File: config.mk
export PLATFORM = sky130hd
export DESIGN_NAME = obus_read_front
export DESIGN_NICKNAME = d
export VERILOG_FILES = /design/src/rtl/obus_pkg.sv /design/src/rtl/obus_decode.sv /design/src/rtl/obus_merge.sv /design/src/rtl/obus_read_front.sv
export SDC_FILE = /design/constraint.sdc
export NUM_CORES = 1
export LEC_CHECK = 0
export BUFFER_PORTS_ARGS = -buffer_cell sky130_fd_sc_hd__buf_2
export CAP_MARGIN = 20
export CORE_UTILIZATION = 30
export DETAILED_ROUTE_END_ITERATION = 10
export MAX_ROUTING_LAYER = met4
export PLACE_DENSITY = 0.62
export SLEW_MARGIN = 20
export SYNTH_ARGS = -nofsm -noshare
export SYNTH_HDL_FRONTEND = slang
export SYNTH_SLANG_ARGS = --single-unit
File: constraint.sdc
create_clock -name clk_i -period 2.85 [get_ports clk_i]
set_clock_uncertainty 0.05 [all_clocks]
set_input_delay 0 -clock clk_i [delete_from_list [all_inputs] [get_ports clk_i]]
set_output_delay 0 -clock clk_i [all_outputs]
set_load 0.05 [all_outputs]
File: src/rtl/obus_pkg.sv
package obus_pkg;
  localparam int unsigned ADDR_W    = 24;
  localparam int unsigned DATA_W    = 16;
  localparam int unsigned BYTE_W    = DATA_W / 2;
  localparam int unsigned CART_WA_W = 21;
  localparam int unsigned RAM_WA_W  = 15;
  localparam int unsigned SND_A_W   = 16;
  localparam int unsigned STAT_W    = 10;
  localparam int unsigned N_DLY     = 2;

  typedef enum logic [1:0] {K_WORD = 2'd0, K_BYTE = 2'd1, K_DMA = 2'd2} kind_e;

  typedef enum logic [2:0] {
    RG_NONE, RG_CART0, RG_CART1, RG_RAM, RG_SND, RG_STAT, RG_BACK
  } region_e;
endpackage

File: src/rtl/obus_decode.sv
module obus_decode
  import obus_pkg::*;
(
  input  logic [ADDR_W-1:0] addr_i,
  input  logic              is_dma_i,
  output region_e           region_o
);
  always_comb begin
    region_o = RG_NONE;
    if (addr_i[23:22] == 2'b00)         region_o = addr_i[21] ? RG_CART1 : RG_CART0;
    else if (addr_i[23:21] == 3'b111)   region_o = RG_RAM;
    else if (!is_dma_i) begin
      if (addr_i[23:16] == 8'hA0)       region_o = RG_SND;
      else if (addr_i[23:2] == 22'h300001) region_o = RG_STAT;
      else if (addr_i[23:1] == 23'h508880) region_o = RG_BACK;
    end
  end
endmodule

File: src/rtl/obus_merge.sv
module obus_merge
  import obus_pkg::*;
(
  input  kind_e             kind_i,
  input  region_e           region_i,
  input  logic              addr0_i,
  input  logic              grant_i,
  input  logic [N_DLY-1:0]  dly_en_i,
  input  logic [DATA_W-1:0] cart_rdata_i,
  input  logic [DATA_W-1:0] ram_rdata_i,
  input  logic [BYTE_W-1:0] snd_rdata_i,
  input  logic [STAT_W-1:0] status_i,
  input  logic              busack_i,
  input  logic [DATA_W-1:0] latch_i,
  output logic [DATA_W-1:0] data_o,
  output logic [DATA_W-1:0] latch_o
);
  logic [DATA_W-1:0] word_v;
  logic [BYTE_W-1:0] byte_v;
  logic              delayed;
  logic              mapped_dma;

  always_comb begin
    unique case (region_i)
      RG_CART0, RG_CART1: word_v = cart_rdata_i;
      RG_RAM:             word_v = ram_rdata_i;
      RG_SND:             word_v = grant_i ? {snd_rdata_i, snd_rdata_i}
                                           : {latch_i[15:8], 8'h00};
      RG_STAT:            word_v = {latch_i[15:10], status_i};
      RG_BACK:            word_v = {latch_i[15:9], busack_i, latch_i[7:1], 1'b0};
      default:            word_v = '1;
    endcase
  end

  always_comb begin
    if (region_i == RG_SND) byte_v = grant_i ? snd_rdata_i : latch_i[15:8];
    else                    byte_v = addr0_i ? word_v[7:0] : word_v[15:8];
  end

  assign mapped_dma = (region_i == RG_CART0) || (region_i == RG_CART1) || (region_i == RG_RAM);
  assign delayed    = ((region_i == RG_CART0) && dly_en_i[0]) ||
                      ((region_i == RG_CART1) && dly_en_i[1]);

  always_comb begin
    unique case (kind_i)
      K_DMA: begin
        if (!mapped_dma) begin
          data_o  = latch_i;
          latch_o = latch_i;
        end else begin
          data_o  = delayed ? latch_i : word_v;
          latch_o = word_v;
        end
      end
      K_BYTE: begin
        data_o  = {{BYTE_W{1'b0}}, byte_v};
        latch_o = {byte_v, latch_i[7:0]};
      end
      default: begin
        data_o  = word_v;
        latch_o = word_v;
      end
    endcase
  end
endmodule

File: src/rtl/obus_read_front.sv
module obus_read_front
  import obus_pkg::*;
(
  input  logic                 clk_i,
  input  logic                 rst_ni,
  input  logic                 req_i,
  input  logic [1:0]           req_kind_i,
  input  logic [ADDR_W-1:0]    req_addr_i,
  output logic                 ready_o,
  output logic                 rsp_valid_o,
  output logic [DATA_W-1:0]    rsp_data_o,
  input  logic [N_DLY-1:0]     dly_en_i,
  input  logic                 snd_grant_i,
  input  logic [STAT_W-1:0]    status_i,
  input  logic                 busack_i,
  output logic                 cart_req_o,
  output logic [CART_WA_W-1:0] cart_addr_o,
  input  logic [DATA_W-1:0]    cart_rdata_i,
  output logic                 ram_req_o,
  output logic [RAM_WA_W-1:0]  ram_addr_o,
  input  logic [DATA_W-1:0]    ram_rdata_i,
  output logic                 snd_req_o,
  output logic [SND_A_W-1:0]   snd_addr_o,
  input  logic [BYTE_W-1:0]    snd_rdata_i
);
  kind_e             kind_in, kind_q;
  region_e           region_in, region_q;
  logic              busy_q, addr0_q, grant_q, accept;
  logic [N_DLY-1:0]  dly_q;
  logic [DATA_W-1:0] latch_q, latch_nxt, data_nxt;

  assign kind_in = req_kind_i[1] ? K_DMA : kind_e'(req_kind_i);
  assign ready_o = !busy_q;
  assign accept  = req_i && !busy_q;

  obus_decode u_decode (
    .addr_i  (req_addr_i),
    .is_dma_i(kind_in == K_DMA),
    .region_o(region_in)
  );

  assign cart_req_o  = accept && ((region_in == RG_CART0) || (region_in == RG_CART1));
  assign ram_req_o   = accept && (region_in == RG_RAM);
  assign snd_req_o   = accept && (region_in == RG_SND) && snd_grant_i;
  assign cart_addr_o = req_addr_i[21:1];
  assign ram_addr_o  = req_addr_i[15:1];
  assign snd_addr_o  = req_addr_i[15:0];

  obus_merge u_merge (
    .kind_i      (kind_q),
    .region_i    (region_q),
    .addr0_i     (addr0_q),
    .grant_i     (grant_q),
    .dly_en_i    (dly_q),
    .cart_rdata_i(cart_rdata_i),
    .ram_rdata_i (ram_rdata_i),
    .snd_rdata_i (snd_rdata_i),
    .status_i    (status_i),
    .busack_i    (busack_i),
    .latch_i     (latch_q),
    .data_o      (data_nxt),
    .latch_o     (latch_nxt)
  );

  always_ff @(posedge clk_i or negedge rst_ni) begin
    if (!rst_ni) begin
      busy_q      <= 1'b0;
      kind_q      <= K_WORD;
      region_q    <= RG_NONE;
      addr0_q     <= 1'b0;
      grant_q     <= 1'b0;
      dly_q       <= '0;
      latch_q     <= '0;
      rsp_valid_o <= 1'b0;
      rsp_data_o  <= '0;
    end else begin
      rsp_valid_o <= busy_q;
      if (accept) begin
        busy_q   <= 1'b1;
        kind_q   <= kind_in;
        region_q <= region_in;
        addr0_q  <= req_addr_i[0];
        grant_q  <= snd_grant_i;
        dly_q    <= dly_en_i;
      end else if (busy_q) begin
        busy_q     <= 1'b0;
        latch_q    <= latch_nxt;
        rsp_data_o <= data_nxt;
      end
    end
  end

  // one read in flight, response on the second edge after acceptance
  p_rsp_timing_r2: assert property (@(posedge clk_i) disable iff (!rst_ni)
    accept |=> !ready_o ##1 rsp_valid_o);
  p_no_port_busy_r2: assert property (@(posedge clk_i) disable iff (!rst_ni)
    busy_q |-> !(cart_req_o || ram_req_o || snd_req_o));
  p_port_onehot_r3: assert property (@(posedge clk_i) disable iff (!rst_ni)
    $onehot0({cart_req_o, ram_req_o, snd_req_o}));
  p_dma_unmapped_r4: assert property (@(posedge clk_i) disable iff (!rst_ni)
    (busy_q && kind_q == K_DMA && region_q == RG_NONE)
    |=> (rsp_data_o == $past(latch_q)) && $stable(latch_q));
  p_dly_old_r6: assert property (@(posedge clk_i) disable iff (!rst_ni)
    (busy_q && kind_q == K_DMA &&
     ((region_q == RG_CART0 && dly_q[0]) || (region_q == RG_CART1 && dly_q[1])))
    |=> (rsp_data_o == $past(latch_q)) && (latch_q == $past(cart_rdata_i)));
  p_byte_low_r8: assert property (@(posedge clk_i) disable iff (!rst_ni)
    (busy_q && kind_q == K_BYTE)
    |=> (latch_q[7:0] == $past(latch_q[7:0])) && (rsp_data_o[15:8] == 8'h00));
  p_stat_top_r9: assert property (@(posedge clk_i) disable iff (!rst_ni)
    (busy_q && kind_q == K_WORD && region_q == RG_STAT)
    |=> rsp_data_o[15:10] == $past(latch_q[15:10]));
endmodule

# Yosys cells after proc, flatten, opt, wreduce, memory -nomap -nowiden
# Cells that the tools add are included.
# W data, S select, Z words.
[classes]
n_mux = 19
reduce_logical = 17
bitwise_logic = 2
eq_ne = 18
[op_table]
columns = ["operator", "n"]
rows = [
  ["$pmux W16 S5", 1],
  ["$mux W16", 4],
  ["$pmux W16 S2", 2],
  ["$mux W8", 3],
  ["$eq A23 B23 Y1 const B", 1],
  ["$eq A22 B22 Y1 const B", 1],
  ["$mux W3", 6],
  ["$eq A3 B3 Y1 const B", 5],
  ["$eq A3 B2 Y1 const B", 4],
  ["$eq A8 B8 Y1 const B", 1],
  ["$logic_and A1 B1 Y1", 7],
  ["$eq A3 B1 Y1 const B", 2],
  ["$eq A2 B2 Y1 const B", 2],
  ["$logic_or A1 B1 Y1", 4],
  ["$mux W2", 2],
  ["$reduce_and A4 Y1", 1],
  ["$reduce_and A3 Y1", 1],
  ["$eq A2 B1 Y1 const B", 1],
  ["$logic_not A2 Y1", 1],
  ["$ne A2 B1 Y1 const B", 1],
  ["$not A1 Y1", 2],
  ["$reduce_and A2 Y1", 1],
  ["$reduce_or A2 Y1", 1],
  ["$logic_not A1 Y1", 1],
  ["$mux W1", 1],
]
[totals]
input_bits = 83
register_bits = 43

# Logic depth before layout (Yosys ltp)
[logic_depth]
depth_word = 10
mapped_depth = 8
depth_no_buf = 7

# Modules after synthesis
# Synthesis repeated with hierarchy kept, for this count alone.
[hier_totals]
cells_unflattened = 473
area_unflattened_um2 = 4070.2
[modules_own_cells]
columns = ["module", "n_inst", "seq_area_each_um2", "cells_per_inst", "area_each_um2"]
rows = [
  ["obus_read_front", 1, 1076.0, 152, 2052.0],
  ["obus_merge", 1, 0.0, 297, 1840.5],
  ["obus_decode", 1, 0.0, 24, 177.7],
]

# Worst setup path before layout
# No wires, ideal clock.
[synth_path]
path_type = "input to output"
from = "in req_addr_i[8]"
to = "out snd_req_o"
setup_slack_ns = 0.578
required_ns = 2.800
arrival_time_ns = 2.222
n_path_buf = 0
stages = 4
cell_sequence = "or4_1 > or3_1 > a311o_1 > nor4_2"
[synth_between]
elab_chain_len = 10
word_cells_on_any_way = 11
[synth_lines]
columns = ["item", "line_no", "source"]
rows = [
  ["start: declaration", "obus_read_front.sv:8", "input logic [ADDR_W-1:0] req_addr_i,"],
  ["$eq A23 B23 Y1", "obus_decode.sv:15", "else if (addr_i[23:1] == 23'h508880) region_o = RG_BACK;"],
  ["$mux W3", "obus_decode.sv:15", ""],
  ["$mux W3 (*)", "obus_decode.sv:14", "else if (addr_i[23:2] == 22'h300001) region_o = RG_STAT;"],
  ["$mux W3 (*)", "obus_decode.sv:13", "if (addr_i[23:16] == 8'hA0) region_o = RG_SND;"],
  ["$mux W3 (*)", "obus_decode.sv:12", "else if (!is_dma_i) begin"],
  ["$mux W3 (*)", "obus_decode.sv:11", "else if (addr_i[23:21] == 3'b111) region_o = RG_RAM;"],
  ["$mux W3 (*)", "obus_decode.sv:10", "if (addr_i[23:22] == 2'b00) region_o = addr_i[21] ? RG_CART1 : RG_CART0;"],
  ["$eq A3 B3 Y1 (*)", "obus_read_front.sv:44", "assign snd_req_o = accept && (region_in == RG_SND) && snd_grant_i;"],
  ["$logic_and A1 B1 Y1 (*) (2 in series)", "obus_read_front.sv:44", ""],
  ["end: declaration", "obus_read_front.sv:22", "output logic snd_req_o,"],
]
# Every way passes the cells marked *; elsewhere a longest branch is shown, timed or not.

# Final worst setup path
[layout_path]
from = "reg region_q[2]"
to = "reg latch_q[11]"
[layout_between]
elab_chain_len = 6
word_cells_on_any_way = 16
[layout_lines]
columns = ["item", "line_no", "source"]
rows = [
  ["start: declaration", "obus_read_front.sv:27", "region_e region_in, region_q;"],
  ["start signal: assignment", "obus_read_front.sv:81", "region_q <= region_in;"],
  ["$eq A3 B2 Y1 / $eq A3 B1 Y1 (equally long branches)", "obus_merge.sv:24, obus_merge.sv:40", ""],
  ["$reduce_or A2 Y1", "obus_merge.sv:24", "unique case (region_i)"],
  ["$pmux W16 S5", "obus_merge.sv:24", ""],
  ["$mux W8", "obus_merge.sv:37", "else byte_v = addr0_i ? word_v[7:0] : word_v[15:8];"],
  ["$mux W8", "obus_merge.sv:36", "if (region_i == RG_SND) byte_v = grant_i ? snd_rdata_i : latch_i[15:8];"],
  ["$pmux W16 S2", "obus_merge.sv:45", "unique case (kind_i)"],
  ["end signal: assignment", "obus_read_front.sv:87", "latch_q <= latch_nxt;"],
  ["end: declaration", "obus_read_front.sv:30", "logic [DATA_W-1:0] latch_q, latch_nxt, data_nxt;"],
]
# Several ways; a longest one is shown, not always the timed one. The select of a mux whose other input is x is not followed.
# A chain may end at the register's enable or synchronous reset.

==> out/metrics.cfg <==
[timing]
slew_viol_final=0
setup_viol=0
fmax_mhz=383
finalHoldViolCount=0
finalSetupTns_ns=0
timing.final.ws_setup_ns=0.240
hold_ws_ns=0.0878
tightest_slew_ns=1.11
fin_crit_sh_pct=91.6
slew_headroom_pct=25.5
period_minus_slack_ns=2.61
rsz0062_at_grt=false

[global_route]
grt_max_degree=51
grt_pass1_wl_um=21300
grt_pass1_vias=3713
antenna_found_initial=0
overflow=0
grt_util_all_layers_pct=21.6

[logic_synthesis]
synth-warning-count=0
synthArstFlopShare_pct=100
synth-seq-cells=43
synth-edff-count=0
ys_types=63
syn_nets=549
synth-seq-area-share_pct=27.7
syn-cell-area_mm2=0.00389
synth_cells=464
synthFlopType=dfrtp_1
syn_avg_cell_area_um2=8.38

[place]
dp.cells=723
place_worst_setup_slack_ns=0.315
place_hpwl_um=10700
io_buffers=155
dpl_cell_area_mm2=0.00446
routabilityCongestion=0.918

[worst_setup_path]
crit_type=register to register
crit_chain=buf_4 -> buf_4 -> o31ai_1 -> o21ai_0 -> o21ai_0 -> a211oi_1
end_kind=register
slowest_stage=dfrtp_1
worst_ep_required_time_ns=2.97
crit_path_start_kind=register
r2r_slack_ns=0.24
reg2reg_depth=6
rr_endpoint=latch_q[11]$_DFFE_PN0P_
r2r_start=region_q[2]$_DFFE_PN0P_
cp_max_fo=20
arrival_ns=2.73
slowest_delay_ns=0.65

[die]
initial_core_util_pct=30.8
die_area_mm2=0.0134
die_y_um=116
fp-row-count=41
fp.dieW_um=116
pin_count=156
core_mm2=0.0126

[drt]
dr.pass1.iters=6
ant_nets=0
viasPerCell=5.65
routed_wl_um=14500
drc=0
avgRoutedWirePerCell_um=19.6
num_vias=4168
drt_iter0_drc=494

[power]
total_leakage_power_nw=2.07
p_per_area_mw_per_mm2=626
power_mw=2.92
peakVddDrop_mv=0.236

[clock_tree]
post_cts_resized=0
cts_buffers=5
post-cts-setup-buffers=0
cts_tree=built
clk_pin_slew_ns=0.06
cts_root_buf=clkbuf_16
cts_max_level=2
clockBufferDepth=2
cts_sinks=43
clk_latency_ns=0.29

[final_layout]
final_area_mm2=0.00467
regArea_mm2=0.00108
postLayoutCoreUtil_pct=37.0
layout.nets=650
nFillCells=1336
multi_input_area_mm2=0.00223
fin_cells=738
drive_gt1_share_pct=35.7
diodes=0
areaGrowthSynthToFinish_pct=20.1

[min_path]
whs_path_depth=3
holdCritPathClass=input port to register
hold_end=latch_q[1]$_DFFE_PN0P_
worstHoldStart=snd_rdata_i[1]

[job]
max_cap_viol_count=0

[outcome]
status=finished clean

-- cells by family after synthesis --
kind of cell	count (synthesis)	synth area share, %
compound gates	154	28.5
simple gates	140	19.8
buf+inv	94	15.1
flops	43	27.7
mux	31	8.33
fa+ha+maj	2	0.643
-- area by class of cell --
class	count	area share (%)
clock buffer	7	2.84
clock inverter	1	0.107
inverter	11	0.884
multi-input combinational	327	47.7
sequential	43	23.0
tap	172	4.61
timing repair buffer	177	20.8
-- cell usage in the layout (no fill, tap or decap), types with 7 or more instances in the layout --
| cell | count |
|---|---|
| mux2i_1 | 20 |
| nor2_1 | 24 |
| o21ai_0 | 23 |
| nand2b_1 | 20 |
| nor3_1 | 14 |
| o221ai_1 | 8 |
| buf_4 | 15 |
| dlygate4sd3_1 | 7 |
| o31ai_1 | 13 |
| nand3_1 | 7 |
| mux2_2 | 11 |
| a211oi_1 | 7 |
| nand2_1 | 34 |
| nor3b_1 | 8 |
| o2bb2ai_1 | 8 |
| buf_2 | 154 |
| dfrtp_1 | 43 |
| a31oi_1 | 7 |
| inv_1 | 11 |
| a21oi_1 | 26 |
-- registers in the layout (all words and copies together), names as in the netlist --
register	count
kind_q	2
busy_q	1
rsp_data_o	16
region_q	3
addr0_q	1
latch_q	16
dly_q	2
grant_q	1
rsp_valid_o	1
-- layer usage --
metal | track usage, % | wire (um)
met1 | 31.7 | 6350
met2 | 30.5 | 6490
met3 | 2.09 | 1320
met4 | 7.69 | 295
met5 | - | 0
-- report_power, final --
group	switching, mW	internal [mW]
clock network	0.248	0.325
registers	0.156	0.765
logic	0.982	0.448
total	1.39	1.54
-- cell usage after synthesis (all sizes together) (3+ instances only) --
master,count,share of area [%]
nor3,14,1.8
a21o,6,1.2
dfrtp,43,28
a222oi,6,1.5
o22ai,6,0.97
nand2,34,3.3
o31ai,13,2.5
a211o,6,1.4
nand3,7,0.90
a31oi,7,1.1
clkbuf,14,1.4
mux2,11,3.2
o2bb2ai,8,1.8
a211oi,7,1.4
nand2b,20,3.2
o21a,3,0.58
nor2,25,2.4
a21oi,26,3.3
mux2i,20,5.1
inv,11,1.1
o21ai,25,3.3
nor2b,4,0.64
o32ai,5,1.1
nor3b,9,1.9
a2111oi,5,1.1
o211ai,3,0.58
or3b,6,1.4
o221ai,8,1.8
o211a,5,1.3
nor4,3,0.64
buf,69,13
-- repair_timing --
item                       CTS  global route
hold endpoints to repair    49             0
hold buffers                 7             0
setup endpoints to repair    0             0
-- worst max-delay path by stage --
stage / from / end / slack, ns / cells past startpoint
after floorplan: req_addr_i[8] / snd_req_o / 0.58 / 4
after global placement: region_q[2]$_DFFE_PN0P_ / latch_q[12]$_DFFE_PN0P_ / 0.36 / 6
after detailed placement: region_q[2]$_DFFE_PN0P_ / rsp_data_o[4]$_DFFE_PN0P_ / 0.31 / 6
after CTS: region_q[2]$_DFFE_PN0P_ / rsp_data_o[4]$_DFFE_PN0P_ / 0.29 / 6
after global routing: region_q[0]$_DFFE_PN0P_ / rsp_data_o[6]$_DFFE_PN0P_ / 0.02 / 5
final: region_q[2]$_DFFE_PN0P_ / latch_q[11]$_DFFE_PN0P_ / 0.24 / 6
-- critical path: cells and delay by family, from the launching register on --
family                 cells  cell delay (ns)
AO/OA/AOI/OAI              4             1.20
flip-flops                 1             0.65
buffers and inverters      2             0.59
No activity file was read; power rests on OpenSTA's default activity.
